==> src/rtl/fir3_pkg.sv <==
package fir3_pkg;
  localparam int SAMPLE_W = 16;
  localparam int COEF_W   = 16;

  // exact width of one sample-by-coefficient product
  function automatic int prod_w(input int dw, input int cw);
    return dw + cw;
  endfunction

  // three products summed need two growth bits
  function automatic int out_w(input int dw, input int cw);
    return dw + cw + 2;
  endfunction

  // cutset stage + output stage, plus one when multipliers are split
  function automatic int latency(input bit fine);
    return fine ? 3 : 2;
  endfunction
endpackage

==> src/rtl/fir3_tapline.sv <==
module fir3_tapline #(
  parameter int DW = 16
) (
  input  logic                 clk,
  input  logic                 rst,
  input  logic                 shift,
  input  logic signed [DW-1:0] din,
  output logic signed [DW-1:0] x1,
  output logic signed [DW-1:0] x2
);
  always_ff @(posedge clk) begin
    if (rst) begin
      x1 <= '0;
      x2 <= '0;
    end else if (shift) begin
      x1 <= din;
      x2 <= x1;
    end
  end


  tap_shift_chk: assert property (@(posedge clk) disable iff (rst)
    shift |=> (x1 == $past(din) && x2 == $past(x1)));


  tap_hold_chk: assert property (@(posedge clk) disable iff (rst)
    !shift |=> ($stable(x1) && $stable(x2)));
endmodule

==> src/rtl/fir3_mult_fine.sv <==
module fir3_mult_fine #(
  parameter int DW = 16,
  parameter int CW = 16,
  localparam int PW = DW + CW
) (
  input  logic                 clk,
  input  logic                 rst,
  input  logic signed [DW-1:0] x,
  input  logic signed [CW-1:0] k,
  output logic signed [PW-1:0] p
);
  localparam int LW  = CW / 2;
  localparam int HW  = CW - LW;
  localparam int LOW = DW + LW + 1;
  localparam int HIW = DW + HW;

  // sample times the unsigned low slice of the coefficient
  function automatic logic signed [LOW-1:0] part_lo(input logic signed [DW-1:0] a,
                                                    input logic signed [CW-1:0] b);
    return LOW'(a) * LOW'($signed({1'b0, b[LW-1:0]}));
  endfunction

  // sample times the signed high slice of the coefficient
  function automatic logic signed [HIW-1:0] part_hi(input logic signed [DW-1:0] a,
                                                    input logic signed [CW-1:0] b);
    return HIW'(a) * HIW'($signed(b[CW-1:LW]));
  endfunction

  function automatic logic signed [PW-1:0] join_parts(input logic signed [LOW-1:0] lo,
                                                      input logic signed [HIW-1:0] hi);
    return (PW'(hi) <<< LW) + PW'(lo);
  endfunction

  function automatic logic signed [PW-1:0] whole_prod(input logic signed [DW-1:0] a,
                                                      input logic signed [CW-1:0] b);
    return PW'(a) * PW'(b);
  endfunction

  logic signed [LOW-1:0] lo_q;
  logic signed [HIW-1:0] hi_q;
  logic                  armed;

  always_ff @(posedge clk) begin
    if (rst) begin
      lo_q  <= '0;
      hi_q  <= '0;
      armed <= 1'b0;
    end else begin
      lo_q  <= part_lo(x, k);
      hi_q  <= part_hi(x, k);
      armed <= 1'b1;
    end
  end

  assign p = join_parts(lo_q, hi_q);


  split_prod_chk: assert property (@(posedge clk) disable iff (rst)
    armed |-> (p == whole_prod($past(x), $past(k))));
endmodule

==> src/rtl/fir3_cutset.sv <==
module fir3_cutset
  import fir3_pkg::*;
#(
  parameter int DW   = SAMPLE_W,
  parameter int CW   = COEF_W,
  parameter bit FINE = 1'b0,
  localparam int OW  = out_w(DW, CW)
) (
  input  logic                 clk,
  input  logic                 rst,
  input  logic signed [DW-1:0] smp_in,
  input  logic                 smp_vld,
  input  logic signed [CW-1:0] tap_a,
  input  logic signed [CW-1:0] tap_b,
  input  logic signed [CW-1:0] tap_c,
  output logic signed [OW-1:0] y_out,
  output logic                 y_vld
);
  localparam int PW  = prod_w(DW, CW);
  localparam int LAT = latency(FINE);
  localparam int NT  = 3;

  function automatic logic signed [PW-1:0] full_prod(input logic signed [DW-1:0] a,
                                                     input logic signed [CW-1:0] b);
    return PW'(a) * PW'(b);
  endfunction

  function automatic logic signed [PW:0] lead_sum(input logic signed [PW-1:0] p0,
                                                  input logic signed [PW-1:0] p1);
    return (PW+1)'(p0) + (PW+1)'(p1);
  endfunction

  function automatic logic signed [OW-1:0] final_sum(input logic signed [PW:0] s,
                                                     input logic signed [PW-1:0] t);
    return OW'(s) + OW'(t);
  endfunction

  logic signed [DW-1:0] hist1, hist2;

  fir3_tapline #(.DW(DW)) u_taps (
    .clk  (clk),
    .rst  (rst),
    .shift(smp_vld),
    .din  (smp_in),
    .x1   (hist1),
    .x2   (hist2)
  );

  logic signed [DW-1:0] opx  [NT];
  logic signed [CW-1:0] opk  [NT];
  logic signed [PW-1:0] prod [NT];
  logic                 prod_vld;

  assign opx[0] = smp_in;
  assign opx[1] = hist1;
  assign opx[2] = hist2;
  assign opk[0] = tap_a;
  assign opk[1] = tap_b;
  assign opk[2] = tap_c;

  generate
    if (FINE) begin : g_fine
      for (genvar i = 0; i < NT; i++) begin : g_tap
        fir3_mult_fine #(.DW(DW), .CW(CW)) u_mul (
          .clk(clk),
          .rst(rst),
          .x  (opx[i]),
          .k  (opk[i]),
          .p  (prod[i])
        );
      end
      logic vld_m;
      always_ff @(posedge clk) begin
        if (rst) vld_m <= 1'b0;
        else     vld_m <= smp_vld;
      end
      assign prod_vld = vld_m;
    end else begin : g_flat
      for (genvar i = 0; i < NT; i++) begin : g_tap
        assign prod[i] = full_prod(opx[i], opk[i]);
      end
      assign prod_vld = smp_vld;
    end
  endgenerate

  // feed-forward cutset: lead pair summed, trailing product carried alone
  logic signed [PW:0]   ab_q;
  logic signed [PW-1:0] c_q;
  logic                 cut_fire;

  always_ff @(posedge clk) begin
    if (rst) begin
      ab_q     <= '0;
      c_q      <= '0;
      cut_fire <= 1'b0;
    end else begin
      ab_q     <= lead_sum(prod[0], prod[1]);
      c_q      <= prod[2];
      cut_fire <= prod_vld;
    end
  end

  always_ff @(posedge clk) begin
    if (rst) begin
      y_out <= '0;
      y_vld <= 1'b0;
    end else begin
      y_out <= final_sum(ab_q, c_q);
      y_vld <= cut_fire;
    end
  end

  // cycles since reset, saturating, for the latency check window
  logic [1:0] since_rst;
  always_ff @(posedge clk) begin
    if (rst)                  since_rst <= '0;
    else if (since_rst != 2'd3) since_rst <= since_rst + 2'd1;
  end


  valid_lat_chk: assert property (@(posedge clk) disable iff (rst)
    (int'(since_rst) >= LAT) |-> (y_vld == $past(smp_vld, LAT)));


  reset_clear_chk: assert property (@(posedge clk)
    $past(rst) |-> (y_out == '0 && !y_vld));
endmodule

==> config.mk <==
export PLATFORM = sky130hd
export DESIGN_NAME = fir3_cutset
export DESIGN_NICKNAME = d
export VERILOG_FILES = /design/src/rtl/fir3_pkg.sv /design/src/rtl/fir3_tapline.sv /design/src/rtl/fir3_mult_fine.sv /design/src/rtl/fir3_cutset.sv
export SDC_FILE = /design/constraint.sdc
export NUM_CORES = 2
export LEC_CHECK = 0
export BUFFER_PORTS_ARGS = -buffer_cell sky130_fd_sc_hd__buf_4
export CELL_PAD_IN_SITES_DETAIL_PLACEMENT = 1
export CELL_PAD_IN_SITES_GLOBAL_PLACEMENT = 2
export CORE_MARGIN = 8
export CORE_UTILIZATION = 23
export DETAILED_ROUTE_END_ITERATION = 10
export PLACE_DENSITY = 0.58
export SLEW_MARGIN = 20
export SYNTH_ARGS = -nofsm -noshare
export SYNTH_HDL_FRONTEND = slang
export SYNTH_SLANG_ARGS = --single-unit
==> constraint.sdc <==
create_clock -name clk -period 13.9 [get_ports clk]
set_input_delay 1.39 -clock clk [delete_from_list [all_inputs] [get_ports clk]]
set_output_delay 1.39 -clock clk [all_outputs]
set_load 0.01 [all_outputs]
======== Word-level counts from Yosys, hierarchy flattened ========
Cells that the tools add are included.
storage, ports and cells
  output and inout bits ................... 35
  bits of input ports ..................... 67
  bits in registers ....................... 133
  logic and storage cells ................. 12
cells by class
  multiply operators ...................... 3
  $add $sub $neg .......................... 2
operators by type and width
  cell                                            count
  16-bit by 16-bit multiplier with 32-bit output  3
  33-bit by 32-bit adder with 34-bit output       1
  32-bit by 32-bit adder with 33-bit output       1

======== Logic depth before layout (Yosys ltp) ========
  depth in word-level cells ............... 2
  gate-level depth with buffers ........... 27
  depth with buffers taken out ............ 26

======== Modules after synthesis ========
Synthesis repeated with hierarchy kept, for this count alone.
unflattened totals
  cell total of the unflattened synthesis .. 3745
  area total of the unflattened synthesis .. 35029.8 µm²
modules (own cells, without submodules)
  module        times used  area an instance (µm²)  cells each
  fir3_cutset   1           33866.2                 3642
  fir3_tapline  1           1163.6                  103

======== Least setup slack after synthesis ========
OpenSTA, ideal clock, no wires.
  kind .................................... input -> register
  start point ............................. input tap_b[0]
  end point ............................... register ab_q[23]
  library setup time ...................... 0.121 ns
  stages on the path ...................... 22
  path buffers ............................ 0
  arrival ................................. 7.803 ns
  path slack .............................. 5.976 ns
  cell sequence ........................... and2_1 fa_1 fa_1 inv_1 fa_1 inv_1 fa_1 fa_1 fa_1 fa_1 inv_1 fa_1 inv_1 ha_1 a21o_1 a21o_1 a21o_1 a21oi_2 o211ai_1 a21o_1 a31oi_1 mux2_2
between the ends
  word-level cells in the longest chain between the ends .. 2
RTL lines
  item                                            RTL line           text
  start: declaration                              fir3_cutset.sv:14  input logic signed [CW-1:0] tap_b,
  16-bit by 16-bit multiplier with 32-bit output  fir3_cutset.sv:25  return PW'(a) * PW'(b);
  32-bit by 32-bit adder with 33-bit output       fir3_cutset.sv:30  return (PW+1)'(p0) + (PW+1)'(p1);
  end signal: assignment                          fir3_cutset.sv:97  ab_q <= lead_sum(prod[0], prod[1]);
  end: declaration                                fir3_cutset.sv:87  logic signed [PW:0] ab_q;
Every way passes these cells.
A chain may end at the register's enable or synchronous reset.

======== Worst setup path in the final report ========
  start point ............................. register u_taps.x1[15]
  end point ............................... register ab_q[23]
between the ends
  word-level cells in the longest chain between the ends .. 2
RTL lines
  item                                            RTL line            text
  start: declaration                              fir3_tapline.sv:8   output logic signed [DW-1:0] x1,
  start signal: assignment                        fir3_tapline.sv:16  x1 <= din;
  16-bit by 16-bit multiplier with 32-bit output  fir3_cutset.sv:25
  32-bit by 32-bit adder with 33-bit output       fir3_cutset.sv:30
Every way passes these cells.

==> results.sh <==
export IMPL_grt_pass1_vias=27740
export IMPL_r2r_end="ab_q[23]"
export IMPL_crit_path_max_fanout=18
export IMPL_cp_start_kind="flop"
export IMPL_reg2reg_slack_ps=5700
export IMPL_cts_setup_buffers=0
export IMPL_hold_path_class="flop to flop"
export IMPL_areaGrowthSynthToFinish_pct=10.27
export IMPL_skew_ps=32.31
export IMPL_synth_edf_count=0
export IMPL_r2r_start="u_taps.x1[15]"
export IMPL_initial_core_util_pct=23.10
export IMPL_die_y_um=406.1
export IMPL_cts_sinks=133
export IMPL_path_cells="and2_1 -> fa_1 -> fa_1 -> inv_1 -> fa_1 -> inv_1 -> fa_1 -> fa_1 -> fa_1 -> fa_1 -> inv_1 -> fa_1 -> inv_1 -> ha_1 -> a21o_1 -> a21o_1 -> a21o_1 -> a21oi_2 -> o211ai_1 -> a21o_1 -> a31oi_1 -> mux2_2"
export IMPL_tightestPinTransition_ps=1091
export IMPL_slew_headroom_pct=27.19
export IMPL_ys_seq_elements=133
export IMPL_routed_wl_um=108700
export IMPL_crit_top_cell="fa_1"
export IMPL_finish_net_count=4935
export IMPL_place_congestion=0.7818
export IMPL_place_ws_ps=5166
export IMPL_portBuffers=101
export IMPL_antenna_found_initial=12
export IMPL_max_freq_ghz=0.1219
export IMPL_drive_above_1_share_pct=4.907
export IMPL_ys_flop_type="dfxtp_1"
export IMPL_grt_first_pass_wirelength_um=172100
export IMPL_wire_per_inst_um=18.73
export IMPL_setup_viol=0
export IMPL_numCtsBuffers=17
export IMPL_required_ps=14280
export IMPL_path_class="flop to flop"
export IMPL_fin_crit_sh_pct=59.01
export IMPL_worstPathArrival_ps=8580
export IMPL_clk_path_buf_depth=2
export IMPL_ys_seq_area_share_pct=7.606
export IMPL_async_reset_ff_share_pct=0
export IMPL_via_per_inst=4.098
export IMPL_clk_latency_ps=490
export IMPL_synthDistinctLibCells=73
export IMPL_hpwlAfterDp_um=92980
export IMPL_grt_max_degree=76
export IMPL_postSynthCellCount=3737
export IMPL_slew_viol_final=0
export IMPL_outcome="finished clean"
export IMPL_max_stage_delay_ps=1030
export IMPL_worstSetupPathDepth=22
export IMPL_cts_tree="done"
export IMPL_rows=143
export IMPL_clk_pin_slew_ps=80
export IMPL_first_pass_iters=4
export IMPL_rsz0062_at_grt="false"
export IMPL_finalHoldViolCount=0
export IMPL_layout_commonest_cell="inv_1"
export IMPL_setup_tns_final_ps=0
export IMPL_layout_common_cells="inv_1, fa_1, nand2_1"
export IMPL_grtUsageTotal_pct=13.61
export IMPL_synth_area_per_cell_sq_um=9.367
export IMPL_drv_cap=0
export IMPL_setup_ws_ps=5698
export IMPL_via_count=23790
export IMPL_cts_resized=0
export IMPL_endpoint_kind="flop"
export IMPL_crit_start="u_taps.x1[15]"
export IMPL_ios=102
export IMPL_syn_nets=4915
export IMPL_yosysWarnings=0
export IMPL_cp_top_family="adder cells"
export IMPL_ff2ff_path_depth=22
export IMPL_drtIter0Drc=969
export IMPL_antenna_left=0
export IMPL_core_sq_mm=0.1515
export IMPL_cts_root_buf="clkbuf_16"
export IMPL_ctsHoldBuffers=0
export IMPL_path_buf_inv=4
export IMPL_die_area_sq_mm=0.1649
export IMPL_period_minus_slack_ps=8202
export IMPL_die_x_um=406.1
export IMPL_slowest_stage="dfxtp_1"
export IMPL_ctsHtreeMaxLevel=4
export IMPL_overflow=0
export IMPL_cp_endpoint="ab_q[23]"
export IMPL_syn_area_sq_mm=0.03501
export IMPL_drc=0
==> area by class of cell <==
type | count | area, sq um
Tap cell | 2030 | 2540
Sequential cell | 133 | 2664
Clock buffer | 22 | 464.2
Antenna cell | 4 | 10.01
Inverter | 929 | 3487
Timing Repair Buffer | 121 | 908.4
Multi-Input combinational cell | 2555 | 28410
Fill cell | 17640 | 112900
Clock inverter | 10 | 120.1
==> routing by layer <==
layer | GRT usage [%] | vias up | part of all wire [%]
met5 | 0 | - | 0.052
met4 | 1.695 | 8 | 0.91
met3 | 1.817 | 50 | 3.2
met2 | 22.29 | 236 | 46
met1 | 19.67 | 12510 | 50
li1 | - | 10990 | -
==> cells by family (layout without fill, tap and decap cells) <==
logic type	after synthesis	in the layout	synth area share (%)
adders and majority gates	1111	1111	57.87
and+or+nand+nor	1051	1051	14.87
buffers and inverters	1049	1082	11.25
AOI/OAI and AO/OA	258	258	4.840
DFF	133	133	7.606
xor gates and xnor gates	94	94	2.352
muxes	41	41	1.208
other	0	4	0
==> worst min path at each step <==
stage,from,endpoint,cells after the start
2_1_floorplan,cut_fire,y_vld,1
3_3_place_gp,u_taps.x2[7],u_taps.x2[7],2
3_5_place_dp,u_taps.x2[7],u_taps.x2[7],2
4_1_cts,u_taps.x2[0],u_taps.x2[0],2
5_1_grt,u_taps.x2[7],u_taps.x2[7],2
6_report,u_taps.x2[9],u_taps.x2[9],2
==> cells in the mapped netlist (3+ instances only) <==
cell / instances / area share (%)
nand2_1: 394 / 4.2
xor2_1: 27 / 0.68
buf_1: 7 / 0.075
nand4_1: 9 / 0.16
o21ai_2: 3 / 0.075
o21a_1: 13 / 0.28
nand2b_1: 30 / 0.54
o21ai_0: 48 / 0.69
mux2_2: 5 / 0.16
a211oi_1: 15 / 0.32
a31oi_1: 3 / 0.054
nand3_1: 8 / 0.11
a21o_1: 31 / 0.66
or3_1: 4 / 0.071
a21oi_1: 76 / 1.1
a21oi_2: 4 / 0.10
clkbuf_1: 113 / 1.2
fa_1: 847 / 48
o21ai_1: 6 / 0.086
dfxtp_1: 133 / 7.6
inv_1: 929 / 10
ha_1: 264 / 9.4
nor3_1: 23 / 0.33
nor2b_1: 27 / 0.48
and3_1: 5 / 0.089
mux2i_1: 34 / 0.97
o211ai_1: 10 / 0.21
xnor2_1: 67 / 1.7
nor3b_1: 6 / 0.13
o31ai_1: 3 / 0.064
nor2_1: 165 / 1.8
a21boi_0: 5 / 0.11
and2_1: 361 / 6.5
o21bai_1: 13 / 0.28
==> tightest hold or removal path: cells and delay by family, from the launching register on <==
kind / cells / cell delay [ps]
simple gates: 1 / 70
mux: 1 / 70
flops: 1 / 330
==> flip-flops by register name (all words and copies together), names as in the netlist <==
name / cells
y_vld: 1
y_out: 34
u_taps.x2: 16
u_taps.x1: 16
ab_q: 33
cut_fire: 1
c_q: 32
==> per-stage QoR <==
step | area [sq um] | utilization [%] | hold WS (ps) | std cells
floorplan | 35010 | - | 413.8 | 3737
global placement | 38000 | 25.08 | 476.3 | 5768
detailed placement | 38000 | 25.08 | 491.9 | 5768
CTS | 38590 | 25.46 | 513.5 | 5800
global route | 38590 | 25.46 | 541.9 | 5800
finish | 38600 | 25.47 | 505.8 | 5804
Power is left out: the tool's default activity adds up to more than one toggle a clock period on the data nets, which glitch-free logic cannot reach.
